## src/rtl/sbb_pkg.sv

```systemverilog
package sbb_pkg;
  localparam logic [7:0] OP_READ      = 8'hD0;
  localparam logic [7:0] OP_WRITE     = 8'hE0;
  localparam logic [7:0] CFG_CTRL_OFF = 8'hD0;
  localparam logic [7:0] CFG_DATA_OFF = 8'hD4;

  typedef struct packed {
    logic mcrLoad;
    logic mdrFromCfg;
    logic mdrFromResp;
    logic mdrOnes;
    logic errSet;
  } ctlStrobes_t;

  typedef enum logic [1:0] {ST_IDLE, ST_REQ, ST_WAIT} ctlState_t;
endpackage

```

## src/rtl/sbb_ctrl.sv

```systemverilog
module sbb_ctrl
  import sbb_pkg::*;
#(
  parameter logic [7:0] PORT_ID = 8'h03
) (
  input  logic        clk,
  input  logic        rst_n,
  input  logic        cfgWrEn,
  input  logic [7:0]  cfgAddr,
  input  logic [7:0]  newOp,
  input  logic [7:0]  newPort,
  input  logic        curIsRead,
  input  logic        sbAck,
  input  logic        sbErr,
  output ctlStrobes_t strb,
  output logic        sbReq,
  output logic        busy
);
  ctlState_t stateQ, stateD;
  logic ctrlHit, dataHit, opOk;

  assign ctrlHit = cfgWrEn && (cfgAddr == CFG_CTRL_OFF);
  assign dataHit = cfgWrEn && (cfgAddr == CFG_DATA_OFF);
  assign opOk    = (newOp == OP_READ) || (newOp == OP_WRITE);

  always_comb begin
    strb = '0;
    stateD = stateQ;
    strb.mdrFromCfg = dataHit;
    case (stateQ)
      ST_IDLE: begin
        if (ctrlHit) begin
          strb.mcrLoad = 1'b1;
          if (!opOk) begin
            strb.errSet = 1'b1;
          end else if (newPort != PORT_ID) begin
            strb.errSet = 1'b1;
            strb.mdrOnes = (newOp == OP_READ);
          end else begin
            stateD = ST_REQ;
          end
        end
      end
      ST_REQ: begin
        stateD = ST_WAIT;
        if (ctrlHit) strb.errSet = 1'b1;
      end
      default: begin
        if (ctrlHit) strb.errSet = 1'b1;
        if (sbAck) begin
          stateD = ST_IDLE;
          if (sbErr) strb.errSet = 1'b1;
          if (curIsRead) strb.mdrFromResp = 1'b1;
        end
      end
    endcase
  end

  always_ff @(posedge clk) begin
    if (!rst_n) stateQ <= ST_IDLE;
    else        stateQ <= stateD;
  end

  assign sbReq = (stateQ == ST_REQ);
  assign busy  = (stateQ != ST_IDLE);


  ack_clears_busy_chk: assert property (@(posedge clk) disable iff (!rst_n)
    sbAck |=> !busy);


  req_then_ack_chk: assert property (@(posedge clk) disable iff (!rst_n)
    sbReq |=> (sbAck && busy));
endmodule

```

## src/rtl/sbb_datapath.sv

```systemverilog
module sbb_datapath
  import sbb_pkg::*;
(
  input  logic        clk,
  input  logic        rst_n,
  input  ctlStrobes_t strb,
  input  logic        busy,
  input  logic        cfgWrEn,
  input  logic [7:0]  cfgAddr,
  input  logic [31:0] cfgWrData,
  input  logic [31:0] sbRdata,
  output logic [31:0] cfgRdData,
  output logic        sbWrite,
  output logic [7:0]  sbOffset,
  output logic [3:0]  sbBe,
  output logic [31:0] sbWdata,
  output logic        curIsRead,
  output logic        errFlag
);
  logic [31:0] mcrQ, mdrQ;
  logic        errQ;

  always_ff @(posedge clk) begin
    if (!rst_n) begin
      mcrQ <= '0;
      mdrQ <= '0;
      errQ <= 1'b0;
    end else begin
      if (strb.mcrLoad) mcrQ <= cfgWrData;
      if (strb.mdrFromResp)     mdrQ <= sbRdata;
      else if (strb.mdrOnes)    mdrQ <= '1;
      else if (strb.mdrFromCfg) mdrQ <= cfgWrData;
      if (strb.errSet) errQ <= 1'b1;
    end
  end

  always_comb begin
    case (cfgAddr)
      CFG_CTRL_OFF: cfgRdData = mcrQ;
      CFG_DATA_OFF: cfgRdData = mdrQ;
      default:      cfgRdData = '0;
    endcase
  end

  assign sbWrite   = (mcrQ[31:24] == OP_WRITE);
  assign curIsRead = (mcrQ[31:24] == OP_READ);
  assign sbOffset  = mcrQ[15:8];
  assign sbBe      = mcrQ[7:4];
  assign sbWdata   = mdrQ;
  assign errFlag   = errQ;


  err_sticky_chk: assert property (@(posedge clk) disable iff (!rst_n)
    errQ |=> errQ);


  mcr_hold_chk: assert property (@(posedge clk) disable iff (!rst_n)
    (busy && cfgWrEn && cfgAddr == CFG_CTRL_OFF) |=> ($stable(mcrQ) && errQ));
endmodule

```

## src/rtl/sbb_target.sv

```systemverilog
module sbb_target #(
  parameter int         NUM_REGIONS = 3,
  parameter logic [7:0] BASE_OFF    = 8'h10
) (
  input  logic        clk,
  input  logic        rst_n,
  input  logic        sbReq,
  input  logic        sbWrite,
  input  logic [7:0]  sbOffset,
  input  logic [3:0]  sbBe,
  input  logic [31:0] sbWdata,
  output logic        sbAck,
  output logic        sbErr,
  output logic [31:0] sbRdata
);
  localparam int NUM_REGS = 2 * NUM_REGIONS;
  localparam int IDX_W    = (NUM_REGS > 1) ? $clog2(NUM_REGS) : 1;

  logic [NUM_REGS-1:0][31:0] boundQ;
  logic [NUM_REGIONS-1:0]    lockQ;
  logic [7:0]       relOff;
  logic             inRange, regionLocked;
  logic [IDX_W-1:0] regIdx, regionIdx;
  logic [31:0]      merged;

  assign relOff    = sbOffset - BASE_OFF;
  assign inRange   = (sbOffset >= BASE_OFF) && (int'(relOff) < NUM_REGS);
  assign regIdx    = relOff[IDX_W-1:0];
  assign regionIdx = regIdx >> 1;
  assign regionLocked = inRange && lockQ[regionIdx];

  for (genvar b = 0; b < 4; b++) begin : g_byteMerge
    assign merged[b*8 +: 8] = sbBe[b] ? sbWdata[b*8 +: 8] : boundQ[regIdx][b*8 +: 8];
  end

  always_ff @(posedge clk) begin
    if (!rst_n) begin
      boundQ  <= '0;
      lockQ   <= '0;
      sbAck   <= 1'b0;
      sbErr   <= 1'b0;
      sbRdata <= '0;
    end else begin
      sbAck <= sbReq;
      if (sbReq) begin
        if (!inRange) begin
          sbErr   <= 1'b1;
          sbRdata <= '1;
        end else if (sbWrite) begin
          sbRdata <= boundQ[regIdx];
          if (regionLocked) begin
            sbErr <= 1'b1;
          end else begin
            sbErr <= 1'b0;
            boundQ[regIdx] <= merged;
            if (!regIdx[0]) lockQ[regionIdx] <= 1'b1;
          end
        end else begin
          sbErr   <= 1'b0;
          sbRdata <= boundQ[regIdx];
        end
      end
    end
  end

  for (genvar r = 0; r < NUM_REGIONS; r++) begin : g_lockChk

    lock_hold_chk: assert property (@(posedge clk) disable iff (!rst_n)
      lockQ[r] |=> lockQ[r]);
  end


  locked_write_chk: assert property (@(posedge clk) disable iff (!rst_n)
    (sbReq && sbWrite && regionLocked) |=> ($stable(boundQ) && sbErr));


  bad_offset_chk: assert property (@(posedge clk) disable iff (!rst_n)
    (sbReq && !inRange) |=> ($stable(boundQ) && sbErr && sbRdata == 32'hFFFF_FFFF));
endmodule

```

## src/rtl/sbb_bridge.sv

```systemverilog
module sbb_bridge
  import sbb_pkg::*;
#(
  parameter logic [7:0] PORT_ID     = 8'h03,
  parameter int         NUM_REGIONS = 3,
  parameter logic [7:0] BASE_OFF    = 8'h10
) (
  input  logic        clk,
  input  logic        rst_n,
  input  logic        cfgWrEn,
  input  logic [7:0]  cfgAddr,
  input  logic [31:0] cfgWrData,
  output logic [31:0] cfgRdData,
  output logic        busy,
  output logic        errFlag
);
  ctlStrobes_t strb;
  logic        sbReq, sbAck, sbErr, sbWrite, curIsRead;
  logic [7:0]  sbOffset;
  logic [3:0]  sbBe;
  logic [31:0] sbWdata, sbRdata;

  sbb_ctrl #(.PORT_ID(PORT_ID)) ctrl_i (
    .clk(clk), .rst_n(rst_n), .cfgWrEn(cfgWrEn), .cfgAddr(cfgAddr),
    .newOp(cfgWrData[31:24]), .newPort(cfgWrData[23:16]),
    .curIsRead(curIsRead), .sbAck(sbAck), .sbErr(sbErr),
    .strb(strb), .sbReq(sbReq), .busy(busy)
  );

  sbb_datapath dp_i (
    .clk(clk), .rst_n(rst_n), .strb(strb), .busy(busy),
    .cfgWrEn(cfgWrEn), .cfgAddr(cfgAddr), .cfgWrData(cfgWrData),
    .sbRdata(sbRdata), .cfgRdData(cfgRdData), .sbWrite(sbWrite),
    .sbOffset(sbOffset), .sbBe(sbBe), .sbWdata(sbWdata),
    .curIsRead(curIsRead), .errFlag(errFlag)
  );

  sbb_target #(.NUM_REGIONS(NUM_REGIONS), .BASE_OFF(BASE_OFF)) tgt_i (
    .clk(clk), .rst_n(rst_n), .sbReq(sbReq), .sbWrite(sbWrite),
    .sbOffset(sbOffset), .sbBe(sbBe), .sbWdata(sbWdata),
    .sbAck(sbAck), .sbErr(sbErr), .sbRdata(sbRdata)
  );
endmodule

```

## config.mk

```make
export PLATFORM = sky130hd
export DESIGN_NAME = sbb_bridge
export DESIGN_NICKNAME = d
export VERILOG_FILES = /design/src/rtl/sbb_pkg.sv /design/src/rtl/sbb_ctrl.sv /design/src/rtl/sbb_datapath.sv /design/src/rtl/sbb_target.sv /design/src/rtl/sbb_bridge.sv
export SDC_FILE = /design/constraint.sdc
export NUM_CORES = 1
export LEC_CHECK = 0
export ABC_CLOCK_PERIOD_IN_PS = 2900
export BUFFER_PORTS_ARGS = -buffer_cell sky130_fd_sc_hd__buf_2
export CORE_ASPECT_RATIO = 1.4
export CORE_MARGIN = 2
export CORE_UTILIZATION = 40
export DETAILED_ROUTE_END_ITERATION = 16
export REMOVE_ABC_BUFFERS = 1
export SLEW_MARGIN = 10
export SYNTH_ARGS = -nofsm -noshare
export SYNTH_HDL_FRONTEND = slang
export SYNTH_SLANG_ARGS = --single-unit
```

## constraint.sdc

```tcl
create_clock -name clk -period 2.9 [get_ports clk]
set_input_delay 0.58 -clock clk [delete_from_list [all_inputs] [get_ports clk]]
set_output_delay 0.58 -clock clk [all_outputs]
set_load 0.05 [all_outputs]
```

==> run_summary.xml, run 1 <==
<?xml version="1.0" encoding="UTF-8"?>
<metrics>
  <group name="pwr">
    <metric name="fin_total_pwr" unit="µW">8640</metric>
    <metric name="leakage" unit="µW">0.00544</metric>
    <metric name="power_density" unit="mW/mm²">547</metric>
    <metric name="vdd_drop_max" unit="mV">0.424</metric>
  </group>
  <group name="finish">
    <metric name="antennaDiodeCount" unit="">0</metric>
    <metric name="finish.instance_area" unit="mm²">0.0158</metric>
    <metric name="final_cell_mix" unit="">sky130_fd_sc_hd__dfxtp_1 (293), sky130_fd_sc_hd__nand2_1 (251), sky130_fd_sc_hd__a21oi_1 (201)</metric>
    <metric name="syn2layout_area_growth" unit="%">15.3</metric>
    <metric name="layout-drive-gt1-share" unit="%">15.6</metric>
    <metric name="layout_net_count" unit="">1662</metric>
    <metric name="finalNonFillerCells" unit="">2094</metric>
    <metric name="num-fill-cells" unit="">3323</metric>
    <metric name="most_common_cell_after_layout_fill_and_taps_aside" unit="">sky130_fd_sc_hd__dfxtp_1</metric>
  </group>
  <group name="clocking">
    <metric name="cts_tree" unit="">done</metric>
    <metric name="cts_made_buffers" unit="">30</metric>
    <metric name="ctsHoldBuffers" unit="">0</metric>
    <metric name="clk_latency" unit="ps">580</metric>
    <metric name="cts_sinks" unit="">296</metric>
    <metric name="cts.clk_slew.worst_paths" unit="ps">60</metric>
    <metric name="cts_max_level" unit="">1</metric>
    <metric name="post_cts.resized_instances" unit="">0</metric>
    <metric name="cts_root_buf" unit="">sky130_fd_sc_hd__clkbuf_16</metric>
    <metric name="postCtsSetupBuffers" unit="">0</metric>
    <metric name="cts.path.max_buffers" unit="">3</metric>
  </group>
  <group name="drt">
    <metric name="via_count" unit="">12500</metric>
    <metric name="postRouteWirelength" unit="µm">46400</metric>
    <metric name="drc_errors" unit="">0</metric>
    <metric name="detail_route.vias_per_cell" unit="">5.97</metric>
    <metric name="initial_drt_markers" unit="">1047</metric>
    <metric name="detail-route-antenna-nets" unit="">0</metric>
    <metric name="routedWlPerCell" unit="µm">22.2</metric>
    <metric name="detailedRoute.firstPassIterationCount" unit="">5</metric>
  </group>
  <group name="synth">
    <metric name="synth.lib_cells_used.distinct" unit="">60</metric>
    <metric name="post_synth_main_area_contributors" unit="">sky130_fd_sc_hd__dfxtp_1 (43%), sky130_fd_sc_hd__a21oi_1 (7.3%), sky130_fd_sc_hd__nand2_1 (6.9%)</metric>
    <metric name="synthDominantCellAreaShare" unit="%">43.3</metric>
    <metric name="netlist.top_cell.by_area" unit="">sky130_fd_sc_hd__dfxtp_1</metric>
    <metric name="ys_ff_latch" unit="">296</metric>
    <metric name="synth_seq_area_share" unit="%">43.3</metric>
    <metric name="count_of_flip_flops_with_a_built_in_enable_after_synthesis" unit="">0</metric>
    <metric name="synthesis.instances" unit="">1589</metric>
    <metric name="ys_dominant_reg_cell" unit="">sky130_fd_sc_hd__dfxtp_1</metric>
    <metric name="syn-mean-instance-area" unit="µm²">8.62</metric>
    <metric name="netlist_area" unit="mm²">0.0137</metric>
    <metric name="yosys_warnings" unit="">0</metric>
    <metric name="synth-async-reset-ratio" unit="%">0</metric>
  </group>
  <group name="run">
    <metric name="cap_violations" unit="">0</metric>
  </group>
  <group name="setup_path">
    <metric name="cp.required" unit="ps">2320</metric>
    <metric name="critPathLaunchType" unit="">flop</metric>
    <metric name="cpMaxStageDelayCell" unit="">sky130_fd_sc_hd__dfxtp_4</metric>
    <metric name="slowest_delay" unit="ps">530</metric>
    <metric name="path_class" unit="">reg2out</metric>
    <metric name="worst_ep_arrival_time" unit="ps">2060</metric>
    <metric name="critical_path.top_delay_family" unit="">buffers and inverters</metric>
    <metric name="worstPathBufferInverterCount" unit="">2</metric>
    <metric name="path_cells" unit="">buf_4 -&gt; a22o_1 -&gt; buf_2</metric>
    <metric name="critPathMaxFanout" unit="">41</metric>
    <metric name="timing.critical_path.to_type" unit="">primary output</metric>
  </group>
  <group name="place">
    <metric name="dp_wirelength" unit="µm">28700</metric>
    <metric name="io_buffers" unit="">76</metric>
    <metric name="globalplace.congestion" unit="">0.821</metric>
    <metric name="numPlacedInstances" unit="">2038</metric>
    <metric name="detailed_place.area" unit="mm²">0.0147</metric>
  </group>
  <group name="grt">
    <metric name="grt_max_degree" unit="">79</metric>
    <metric name="grt_use_total" unit="%">25.5</metric>
    <metric name="vias_in_the_first_global_route" unit="">12500</metric>
    <metric name="grt.overflow.total" unit="">0</metric>
    <metric name="initial_antenna_violation_count" unit="">1</metric>
    <metric name="grt_pass1_wl" unit="µm">71200</metric>
  </group>
  <group name="floorplan">
    <metric name="dieHeight" unit="µm">223</metric>
    <metric name="fp-row-count" unit="">80</metric>
    <metric name="die-width" unit="µm">160</metric>
    <metric name="core_area" unit="mm²">0.0339</metric>
    <metric name="io_pins" unit="">77</metric>
    <metric name="dieArea" unit="mm²">0.0357</metric>
    <metric name="floorplan.initialDensity" unit="%">40.4</metric>
  </group>
  <group name="timing">
    <metric name="timing.final.setup_violations" unit="">0</metric>
    <metric name="maximum_clock_frequency" unit="GHz">0.379</metric>
    <metric name="period_share" unit="%">90.9</metric>
    <metric name="hold_violations" unit="">0</metric>
    <metric name="finalCriticalPeriod" unit="ps">2640</metric>
    <metric name="grt_setup_unrepaired" unit="">false</metric>
    <metric name="final-max-slew-violation-count" unit="">0</metric>
    <metric name="worst-slew-pin-transition" unit="ps">989</metric>
    <metric name="worst_clock_skew" unit="ps">22.8</metric>
    <metric name="max-slew-margin-rel" unit="%">34.1</metric>
  </group>
  <group name="status">
    <metric name="run_status" unit="">finished clean</metric>
  </group>
  <group name="min_path">
    <metric name="worstHoldPathType" unit="">in2reg</metric>
  </group>
</metrics>
synthesized netlist by cell type (all sizes together), types with 2 or more instances:
cell and number:
a21oi 201, nor4 2, and3 2, or4 2
and2 15, clkbuf 100, o21ai 101, o31a 3
mux4 5, o2111ai 15, and3b 12, inv 3
and4 3, or2 4, mux2i 87, nand4 7
o22ai 31, nand2 251, or3 2, nor4b 2
dfxtp 296, o211a 14, o31ai 2, nor2 34
nor2b 25, a22o 39, nand3 101, nand2b 30
o311a 2, nor3b 16, nor3 8, a32oi 25
buf 43, o211ai 36, clkinv 2, mux2 30
nand3b 2, o2bb2ai 28, o21a 2
through the flow:
stage / util (%) / hold slack (ps) / setup slack, ps / TNS (ps)
6_report: 46.5 / 247 / 265 / 0
5_1_grt: 46.5 / 255 / 194 / 0
4_1_cts: 46.5 / 234 / 262 / 0
3_5_place_dp: 43.2 / 441 / 322 / 0
3_3_place_gp: 43.2 / 435 / 381 / 0
2_1_floorplan: - / 426 / -2320 / -415030
sequential cells by signal (all words and copies together), names as in the netlist:
register / cells
tgt_i.boundQ: 192
dp_i.mcrQ: 32
dp_i.sbWdata: 32
tgt_i.sbRdata: 32
tgt_i.lockQ: 3
ctrl_i.stateQ: 2
dp_i.errFlag: 1
tgt_i.sbAck: 1
tgt_i.sbErr: 1
layer usage:
layer	track usage [%]	vias up	wire, µm
met1	30.8	6079	18600
met4	12.7	0	2070
met3	2.68	114	2970
met2	45.1	497	22800
met5	0	-	0
li1	-	5817	-
worst reg2reg max path, delay by kind of cell, from the launching register on:
family	cells	cell delay (ps)
mux	1	270
simple gates	4	1350
buf+inv	1	330
flops	1	450
final cells by class:
type	instances	area, µm²	area share, %
Clock buffer	36	833	5.28
Clock inverter	20	294	1.86
Inverter	5	21.3	0.135
Multi-Input combinational cell	1145	7140	45.3
Sequential cell	296	5930	37.6
Tap cell	451	564	3.57
Timing Repair Buffer	141	996	6.31
worst paths after layout:
kind	slack, ps	cells after the start	start	endpoint
worst min register to register	450	2	dp_i.mcrQ[20]	dp_i.mcrQ[20]
worst max-delay path	260	3	dp_i.mcrQ[8]	cfgRdData[8]
worst min-delay path	250	3	cfgWrData[4]	dp_i.mcrQ[4]
worst max register to register	430	6	dp_i.mcrQ[13]	tgt_i.boundQ[141]
power breakdown:
| part | total, µW | internal (µW) | switching, µW |
|---|---|---|---|
| sequential | 4070 | 4060 | 1.43 |
| clock | 4370 | 2670 | 1710 |
| combinational | 199 | 54.0 | 145 |
| total | 8640 | 6790 | 1850 |
cells by family (layout without fill, tap and decap cells):
family | after synthesis | after routing | share of synthesized area, %
AOI/OAI and AO/OA | 501 | 501 | 23.2
and+or+nand+nor | 521 | 521 | 18.9
muxes | 122 | 122 | 9.65
xor gates and xnor gates | 1 | 1 | 0.0640
buffers and inverters | 148 | 202 | 4.91
DFF | 296 | 296 | 43.3
No activity file was read; power rests on OpenSTA's default activity.
==> inputs of run 2 (changes only) <==
--- a/config.mk
+++ b/config.mk
@@ -8,3 +8,2 @@
 export ABC_CLOCK_PERIOD_IN_PS = 2900
-export BUFFER_PORTS_ARGS = -buffer_cell sky130_fd_sc_hd__buf_2
 export CORE_ASPECT_RATIO = 1.4
@@ -13,2 +12,3 @@
 export DETAILED_ROUTE_END_ITERATION = 16
+export DONT_BUFFER_PORTS = 1
 export REMOVE_ABC_BUFFERS = 1
@@ -17,2 +17,3 @@
 export SYNTH_HDL_FRONTEND = slang
+export SYNTH_HIERARCHICAL = 1
 export SYNTH_SLANG_ARGS = --single-unit
--- a/constraint.sdc
+++ b/constraint.sdc
@@ -3,2 +3,2 @@
 set_output_delay 0.58 -clock clk [all_outputs]
-set_load 0.05 [all_outputs]
+set_load 0.005 [all_outputs]
==> run 2 against run 1 <==
  * Total power is 4.2% lower
  * Maximum frequency is 6.4% higher
  * Routed wire length is 12% lower
  * Die area is 1.9% lower
  * Sequential share of layout area is 2.2 points higher
  * First-iteration DRC count is 21% lower
  * Via count is 13% lower
  * Register-to-register slack hardly changed
  * Flip-flop and latch count stayed put
  * Utilization is 1.6 points lower
  * Non-clock buffer count is 72 lower
  * Cell area is 5.7% lower
==> run_summary.xml, run 2 <==
<?xml version="1.0" encoding="UTF-8"?>
<metrics>
  <group name="finish">
    <metric name="max_flop_register" unit="">tgt_i/boundQ</metric>
    <metric name="layout_net_count" unit="">1438</metric>
    <metric name="antennaDiodeCount" unit="">0</metric>
    <metric name="seq_area" unit="mm²">0.00593</metric>
    <metric name="largest_register_ff_count" unit="">192</metric>
    <metric name="syn2layout_area_growth" unit="%">10.9</metric>
    <metric name="multi_input_area" unit="mm²">0.00643</metric>
    <metric name="final_core_util" unit="%">45.0</metric>
    <metric name="final_cell_mix" unit="">sky130_fd_sc_hd__dfxtp_1 (295), sky130_fd_sc_hd__nand2_1 (196), sky130_fd_sc_hd__o22ai_1 (173)</metric>
    <metric name="num-fill-cells" unit="">3118</metric>
    <metric name="layout-drive-gt1-share" unit="%">16.2</metric>
    <metric name="finalNonFillerCells" unit="">1861</metric>
    <metric name="most_common_cell_after_layout_fill_and_taps_aside" unit="">sky130_fd_sc_hd__dfxtp_1</metric>
  </group>
  <group name="synth">
    <metric name="count_of_flip_flops_with_a_built_in_enable_after_synthesis" unit="">0</metric>
    <metric name="synth.lib_cells_used.distinct" unit="">51</metric>
    <metric name="synth-async-reset-ratio" unit="%">0</metric>
    <metric name="ys_dominant_reg_cell" unit="">sky130_fd_sc_hd__dfxtp_1</metric>
    <metric name="syn-mean-instance-area" unit="µm²">9.28</metric>
    <metric name="synthesis.instances" unit="">1446</metric>
    <metric name="netlist.top_cell.by_area" unit="">sky130_fd_sc_hd__dfxtp_1</metric>
    <metric name="netlist_area" unit="mm²">0.0134</metric>
    <metric name="ys_ff_latch" unit="">296</metric>
    <metric name="yosys_warnings" unit="">6</metric>
    <metric name="leading_cell_types_by_count_after_synthesis" unit="">sky130_fd_sc_hd__dfxtp_1 (296), sky130_fd_sc_hd__nand2_1 (196), sky130_fd_sc_hd__o22ai_1 (173)</metric>
    <metric name="post_synth_main_area_contributors" unit="">sky130_fd_sc_hd__dfxtp_1 (44%), sky130_fd_sc_hd__mux2i_1 (11%), sky130_fd_sc_hd__o22ai_1 (8.1%)</metric>
    <metric name="synth_seq_area_share" unit="%">44.1</metric>
    <metric name="yosysMostFrequentCell" unit="">sky130_fd_sc_hd__dfxtp_1</metric>
    <metric name="synthDominantCellAreaShare" unit="%">44.1</metric>
  </group>
  <group name="setup_path">
    <metric name="crit-reg2reg-launch" unit="">dp_i/mcrQ[24]</metric>
    <metric name="crit_path_start" unit="">dp_i/mcrQ[8]</metric>
    <metric name="critPathMaxFanout" unit="">36</metric>
    <metric name="timing.critical_path.to_type" unit="">primary output</metric>
    <metric name="timing.critical_path.to" unit="">cfgRdData[8]</metric>
    <metric name="rrSetupSlack" unit="ps">430</metric>
    <metric name="path_class" unit="">reg2out</metric>
    <metric name="critPathLaunchType" unit="">flop</metric>
    <metric name="cp.required" unit="ps">2320</metric>
    <metric name="worst_r2r_path_depth" unit="">7</metric>
    <metric name="worst_ep_arrival_time" unit="ps">1900</metric>
    <metric name="r2r-end" unit="">tgt_i/boundQ[183]</metric>
  </group>
  <group name="place">
    <metric name="io_buffers" unit="">0</metric>
    <metric name="numPlacedInstances" unit="">1809</metric>
    <metric name="dp_wirelength" unit="µm">24300</metric>
    <metric name="worst_slack_at_placement" unit="ps">437</metric>
    <metric name="globalplace.congestion" unit="">0.785</metric>
  </group>
  <group name="drt">
    <metric name="detail_route.vias_per_cell" unit="">5.87</metric>
    <metric name="initial_drt_markers" unit="">823</metric>
    <metric name="postRouteWirelength" unit="µm">40800</metric>
    <metric name="detailedRoute.firstPassIterationCount" unit="">6</metric>
    <metric name="detail-route-antenna-nets" unit="">0</metric>
    <metric name="routedWlPerCell" unit="µm">21.9</metric>
    <metric name="via_count" unit="">10900</metric>
    <metric name="drc_errors" unit="">0</metric>
  </group>
  <group name="pwr">
    <metric name="leakage" unit="µW">0.00457</metric>
    <metric name="power_density" unit="mW/mm²">556</metric>
    <metric name="vdd_drop_max" unit="mV">0.313</metric>
  </group>
  <group name="clocking">
    <metric name="postCtsSetupBuffers" unit="">0</metric>
    <metric name="cts_sinks" unit="">296</metric>
    <metric name="cts_tree" unit="">done</metric>
    <metric name="cts.path.max_buffers" unit="">3</metric>
    <metric name="ctsHoldBuffers" unit="">0</metric>
    <metric name="cts_max_level" unit="">1</metric>
    <metric name="cts_made_buffers" unit="">29</metric>
    <metric name="cts.clk_slew.worst_paths" unit="ps">60</metric>
    <metric name="clk_latency" unit="ps">550</metric>
    <metric name="cts_root_buf" unit="">sky130_fd_sc_hd__clkbuf_16</metric>
    <metric name="post_cts.resized_instances" unit="">0</metric>
  </group>
  <group name="floorplan">
    <metric name="floorplan.initialDensity" unit="%">40.5</metric>
    <metric name="io_pins" unit="">77</metric>
    <metric name="fp-row-count" unit="">79</metric>
    <metric name="core_area" unit="mm²">0.0331</metric>
    <metric name="die-width" unit="µm">159</metric>
    <metric name="dieHeight" unit="µm">221</metric>
    <metric name="dieArea" unit="mm²">0.0351</metric>
  </group>
  <group name="timing">
    <metric name="maximum_clock_frequency" unit="GHz">0.404</metric>
    <metric name="finalCriticalPeriod" unit="ps">2480</metric>
    <metric name="period_share" unit="%">85.4</metric>
    <metric name="worst_clock_skew" unit="ps">21.0</metric>
    <metric name="timing.final.ws_setup" unit="ps">423</metric>
    <metric name="final-max-slew-violation-count" unit="">0</metric>
    <metric name="hold_violations" unit="">0</metric>
    <metric name="timing.final.setup_violations" unit="">0</metric>
    <metric name="worst-slew-pin-transition" unit="ps">1100</metric>
    <metric name="max-slew-margin-rel" unit="%">26.2</metric>
    <metric name="grt_setup_unrepaired" unit="">false</metric>
    <metric name="setup_tns" unit="ps">0</metric>
  </group>
  <group name="grt">
    <metric name="grt_pass1_wl" unit="µm">63000</metric>
    <metric name="grt.overflow.total" unit="">0</metric>
    <metric name="initial_antenna_violation_count" unit="">0</metric>
    <metric name="grt_max_degree" unit="">234</metric>
    <metric name="vias_in_the_first_global_route" unit="">10700</metric>
    <metric name="grt_use_total" unit="%">22.6</metric>
  </group>
  <group name="min_path">
    <metric name="worstHoldPathType" unit="">in2reg</metric>
  </group>
  <group name="status">
    <metric name="run_status" unit="">finished clean</metric>
  </group>
  <group name="run">
    <metric name="cap_violations" unit="">0</metric>
  </group>
</metrics>
[run 2: report_power, final]
| group | total (µW) | internal, µW | switching (µW) |
|---|---|---|---|
| registers | 4070 | 4060 | 1.48 |
| clock network | 4140 | 2520 | 1620 |
| logic | 70.9 | 25.4 | 45.5 |
[run 2: cell type report]
cell class	count	area share (%)
Inverter	69	1.74
Clock inverter	13	1.49
Sequential cell	296	39.8
Timing Repair Buffer	69	4.49
Clock buffer	39	5.53
Tap cell	445	3.74
Multi-Input combinational cell	930	43.2
[run 2: layer usage]
layer	track usage, %	wire [µm]
met1	27.9	17100
met2	41.5	20400
met3	2.98	2480
met4	6.09	837
met5	0	0
[run 2: kinds of logic (layout without fill, tap and decap cells)]
kind of cell / count (synthesis) / after routing / synth area share [%]
AO/OA/AOI/OAI: 375 / 375 / 19.8
AND/OR/NAND/NOR: 375 / 375 / 14.0
flip-flops: 296 / 296 / 44.1
buffers and inverters: 220 / 190 / 8.27
multiplexers: 179 / 179 / 13.7
XOR/XNOR: 1 / 1 / 0.205
[run 2: critical path, stage by stage (launching register included)]
cell,delay [ps]
sky130_fd_sc_hd__dfxtp_4,560
sky130_fd_sc_hd__buf_12,310
sky130_fd_sc_hd__buf_4,210
sky130_fd_sc_hd__mux2i_1,100
sky130_fd_sc_hd__nor3_2,180
[run 2: worst min path at each step]
stage	from	to	slack (ps)	cells past startpoint
final	cfgWrData[29]	dp_i/mcrQ[29]	180	2
after global routing	cfgWrData[26]	dp_i/mcrQ[26]	170	2
after CTS	cfgWrData[29]	dp_i/mcrQ[29]	160	2
after detailed placement	tgt_i/lockQ[0]	tgt_i/lockQ[0]	450	1
after global placement	tgt_i/lockQ[0]	tgt_i/lockQ[0]	450	1
after floorplan	tgt_i/lockQ[0]	tgt_i/lockQ[0]	440	1
[run 2: per-stage QoR]
step | total power (µW) | hold slack (ps) | instance area, µm²
6_report | 8280 | 176 | 14900
5_1_grt | 8480 | 169 | 14900
4_1_cts | 8340 | 161 | 14900
3_5_place_dp | 4230 | 452 | 13800
3_3_place_gp | 4230 | 446 | 13800
2_1_floorplan | 4210 | 440 | 12600
==> inputs of run 3 (changes only) <==
Settings changed: CORE_UTILIZATION 40 to 35.
==> run 3 against run 2 <==
  * Maximum frequency decreased by 2.4%
  * Via count increased by 0.37%
  * First-iteration DRC count increased by 9.2%
  * Clock skew decreased by 4.3 ps
  * Critical path depth increased by 3
  * Sequential share of layout area increased by 0.36 points
  * Register-to-register slack got worse by 70 ps
  * Cell count increased by 1.2%
  * Setup slack got worse by 61 ps
==> run_summary.xml, run 3 (synthesis results as in run 2) <==
<?xml version="1.0" encoding="UTF-8"?>
<metrics>
  <group name="status">
    <metric name="run_status" unit="">finished clean</metric>
  </group>
  <group name="timing">
    <metric name="grt_setup_unrepaired" unit="">false</metric>
    <metric name="worst-slew-pin-transition" unit="ps">882</metric>
    <metric name="hold_violations" unit="">0</metric>
    <metric name="worst_clock_skew" unit="ps">16.7</metric>
    <metric name="final-max-slew-violation-count" unit="">0</metric>
    <metric name="finalCriticalPeriod" unit="ps">2540</metric>
    <metric name="max-slew-margin-rel" unit="%">40.7</metric>
    <metric name="maximum_clock_frequency" unit="GHz">0.394</metric>
    <metric name="timing.final.setup_violations" unit="">0</metric>
    <metric name="period_share" unit="%">87.5</metric>
    <metric name="timing.final.ws_setup" unit="ps">362</metric>
  </group>
  <group name="setup_path">
    <metric name="path_class" unit="">reg2reg</metric>
    <metric name="r2r-end" unit="">tgt_i/boundQ[146]</metric>
    <metric name="cp.required" unit="ps">3370</metric>
    <metric name="critPathMaxFanout" unit="">27</metric>
    <metric name="crit-reg2reg-launch" unit="">dp_i/mcrQ[24]</metric>
    <metric name="worst_r2r_path_depth" unit="">7</metric>
    <metric name="rrSetupSlack" unit="ps">360</metric>
    <metric name="worst_ep_arrival_time" unit="ps">3010</metric>
    <metric name="timing.critical_path.to_type" unit="">flop</metric>
    <metric name="critPathLaunchType" unit="">flop</metric>
  </group>
  <group name="drt">
    <metric name="via_count" unit="">11000</metric>
    <metric name="initial_drt_markers" unit="">899</metric>
    <metric name="detail-route-antenna-nets" unit="">0</metric>
    <metric name="routedWlPerCell" unit="µm">22.0</metric>
    <metric name="postRouteWirelength" unit="µm">41400</metric>
    <metric name="detail_route.vias_per_cell" unit="">5.82</metric>
    <metric name="detailedRoute.firstPassIterationCount" unit="">5</metric>
    <metric name="drc_errors" unit="">0</metric>
  </group>
  <group name="pwr">
    <metric name="leakage" unit="µW">0.00447</metric>
    <metric name="p_int" unit="µW">6190</metric>
    <metric name="power_density" unit="mW/mm²">529</metric>
    <metric name="power_frac_seq" unit="%">52.0</metric>
    <metric name="fraction_of_power_consumed_by_the_clock_network" unit="%">47.0</metric>
    <metric name="vdd_drop_max" unit="mV">0.436</metric>
    <metric name="netSwitchingFraction" unit="%">20.7</metric>
    <metric name="power_frac_comb" unit="%">0.9</metric>
    <metric name="power.net_switching" unit="µW">1620</metric>
  </group>
  <group name="clocking">
    <metric name="cts_made_buffers" unit="">28</metric>
    <metric name="ctsHoldBuffers" unit="">0</metric>
    <metric name="cts_sinks" unit="">296</metric>
    <metric name="post_cts.resized_instances" unit="">0</metric>
    <metric name="postCtsSetupBuffers" unit="">0</metric>
    <metric name="cts.path.max_buffers" unit="">3</metric>
    <metric name="cts_max_level" unit="">1</metric>
    <metric name="cts.clk_slew.worst_paths" unit="ps">60</metric>
    <metric name="cts_root_buf" unit="">sky130_fd_sc_hd__clkbuf_16</metric>
    <metric name="clk_latency" unit="ps">560</metric>
    <metric name="cts_tree" unit="">done</metric>
  </group>
  <group name="finish">
    <metric name="layout_net_count" unit="">1433</metric>
    <metric name="layout-drive-gt1-share" unit="%">15.6</metric>
    <metric name="final_cell_mix" unit="">sky130_fd_sc_hd__dfxtp_1 (295), sky130_fd_sc_hd__nand2_1 (196), sky130_fd_sc_hd__o22ai_1 (173)</metric>
    <metric name="largest_register_ff_count" unit="">192</metric>
    <metric name="most_common_cell_after_layout_fill_and_taps_aside" unit="">sky130_fd_sc_hd__dfxtp_1</metric>
    <metric name="antennaDiodeCount" unit="">0</metric>
    <metric name="syn2layout_area_growth" unit="%">9.92</metric>
    <metric name="num-fill-cells" unit="">3663</metric>
    <metric name="max_flop_register" unit="">tgt_i/boundQ</metric>
    <metric name="finalNonFillerCells" unit="">1884</metric>
    <metric name="finish.instance_area" unit="mm²">0.0148</metric>
  </group>
  <group name="place">
    <metric name="dp_wirelength" unit="µm">24900</metric>
    <metric name="detailed_place.area" unit="mm²">0.0138</metric>
    <metric name="worst_slack_at_placement" unit="ps">226</metric>
    <metric name="numPlacedInstances" unit="">1833</metric>
    <metric name="io_buffers" unit="">0</metric>
    <metric name="globalplace.congestion" unit="">0.813</metric>
  </group>
  <group name="run">
    <metric name="cap_violations" unit="">0</metric>
  </group>
  <group name="floorplan">
    <metric name="core_area" unit="mm²">0.0377</metric>
    <metric name="floorplan.initialDensity" unit="%">35.6</metric>
    <metric name="dieHeight" unit="µm">236</metric>
    <metric name="die-width" unit="µm">170</metric>
    <metric name="dieArea" unit="mm²">0.0400</metric>
    <metric name="fp-row-count" unit="">84</metric>
    <metric name="io_pins" unit="">77</metric>
  </group>
  <group name="min_path">
    <metric name="hold_path_startpoint" unit="">cfgWrData[14]</metric>
    <metric name="worstHoldPathType" unit="">in2reg</metric>
    <metric name="min_to" unit="">dp_i/mcrQ[14]</metric>
    <metric name="holdPathStages" unit="">2</metric>
  </group>
  <group name="grt">
    <metric name="grt_max_degree" unit="">234</metric>
    <metric name="vias_in_the_first_global_route" unit="">11000</metric>
    <metric name="initial_antenna_violation_count" unit="">0</metric>
    <metric name="grt_pass1_wl" unit="µm">64300</metric>
    <metric name="grt_use_total" unit="%">20.4</metric>
    <metric name="grt.overflow.total" unit="">0</metric>
  </group>
</metrics>
[run 3: changes by cell type in the layout (fill, tap and decap cells not counted), sizes merged]
cell / delta
clkbuf: +7
buf: -4
clkinv: -2
inv: -1
bufinv: -5
[run 3: cell type report]
class	count	area (µm²)	share of cell area, %
Timing Repair Buffer	65	626	4.24
Sequential cell	296	5930	40.2
Clock buffer	46	858	5.82
Clock inverter	5	61.3	0.416
Tap cell	473	592	4.01
Multi-Input combinational cell	930	6430	43.6
Inverter	69	259	1.76
[run 3: power groups by stage]
stage	Clock, µW	Combinational, µW	Sequential [µW]
final	3670	72.6	4070
after global routing	3910	76.4	4060
after detailed placement	0	72.8	4160
after CTS	3750	73.2	4070
after floorplan	0	47.5	4160
after global placement	0	72.7	4160
[run 3: worst max path at each step]
stage	startpoint	to	cells past startpoint
2_1_floorplan	dp_i/mcrQ[8]	tgt_i/boundQ[62]	3
3_3_place_gp	cfgWrData[21]	dp_i/sbWdata[8]	8
3_5_place_dp	cfgWrData[21]	dp_i/sbWdata[8]	8
4_1_cts	dp_i/mcrQ[24]	tgt_i/boundQ[132]	7
5_1_grt	dp_i/mcrQ[10]	tgt_i/boundQ[105]	5
6_report	dp_i/mcrQ[24]	tgt_i/boundQ[146]	7
[run 3: critical path, cell delays in order (launching register included)]
cell and delay, ps:
sky130_fd_sc_hd__dfxtp_1 330, sky130_fd_sc_hd__or4_4 570, sky130_fd_sc_hd__nor4_1 210, sky130_fd_sc_hd__buf_4 200, sky130_fd_sc_hd__nand3_1 100, sky130_fd_sc_hd__or4_1 580
sky130_fd_sc_hd__buf_12 260, sky130_fd_sc_hd__o22ai_1 200
[run 3: per-stage QoR]
| step | util (%) | hold WS (ps) | power (µW) | setup TNS, ps |
|---|---|---|---|---|
| after global routing | 39.1 | 172 | 8050 | 0 |
| after global placement | 36.7 | 449 | 4230 | 0 |
| after CTS | 39.1 | 157 | 7890 | 0 |
| after floorplan | - | 440 | 4210 | -380420 |
| after detailed placement | 36.7 | 453 | 4230 | 0 |
| final | 39.1 | 172 | 7810 | 0 |
[run 3: routing by layer]
| metal | share of wire (%) | track usage, % | vias to the layer above |
|---|---|---|---|
| li1 | - | - | 5110 |
| met1 | 41 | 24.9 | 5421 |
| met2 | 49 | 35.5 | 343 |
| met3 | 6.2 | 3.56 | 85 |
| met4 | 3.2 | 7.38 | 0 |
| met5 | 0 | 0 | - |
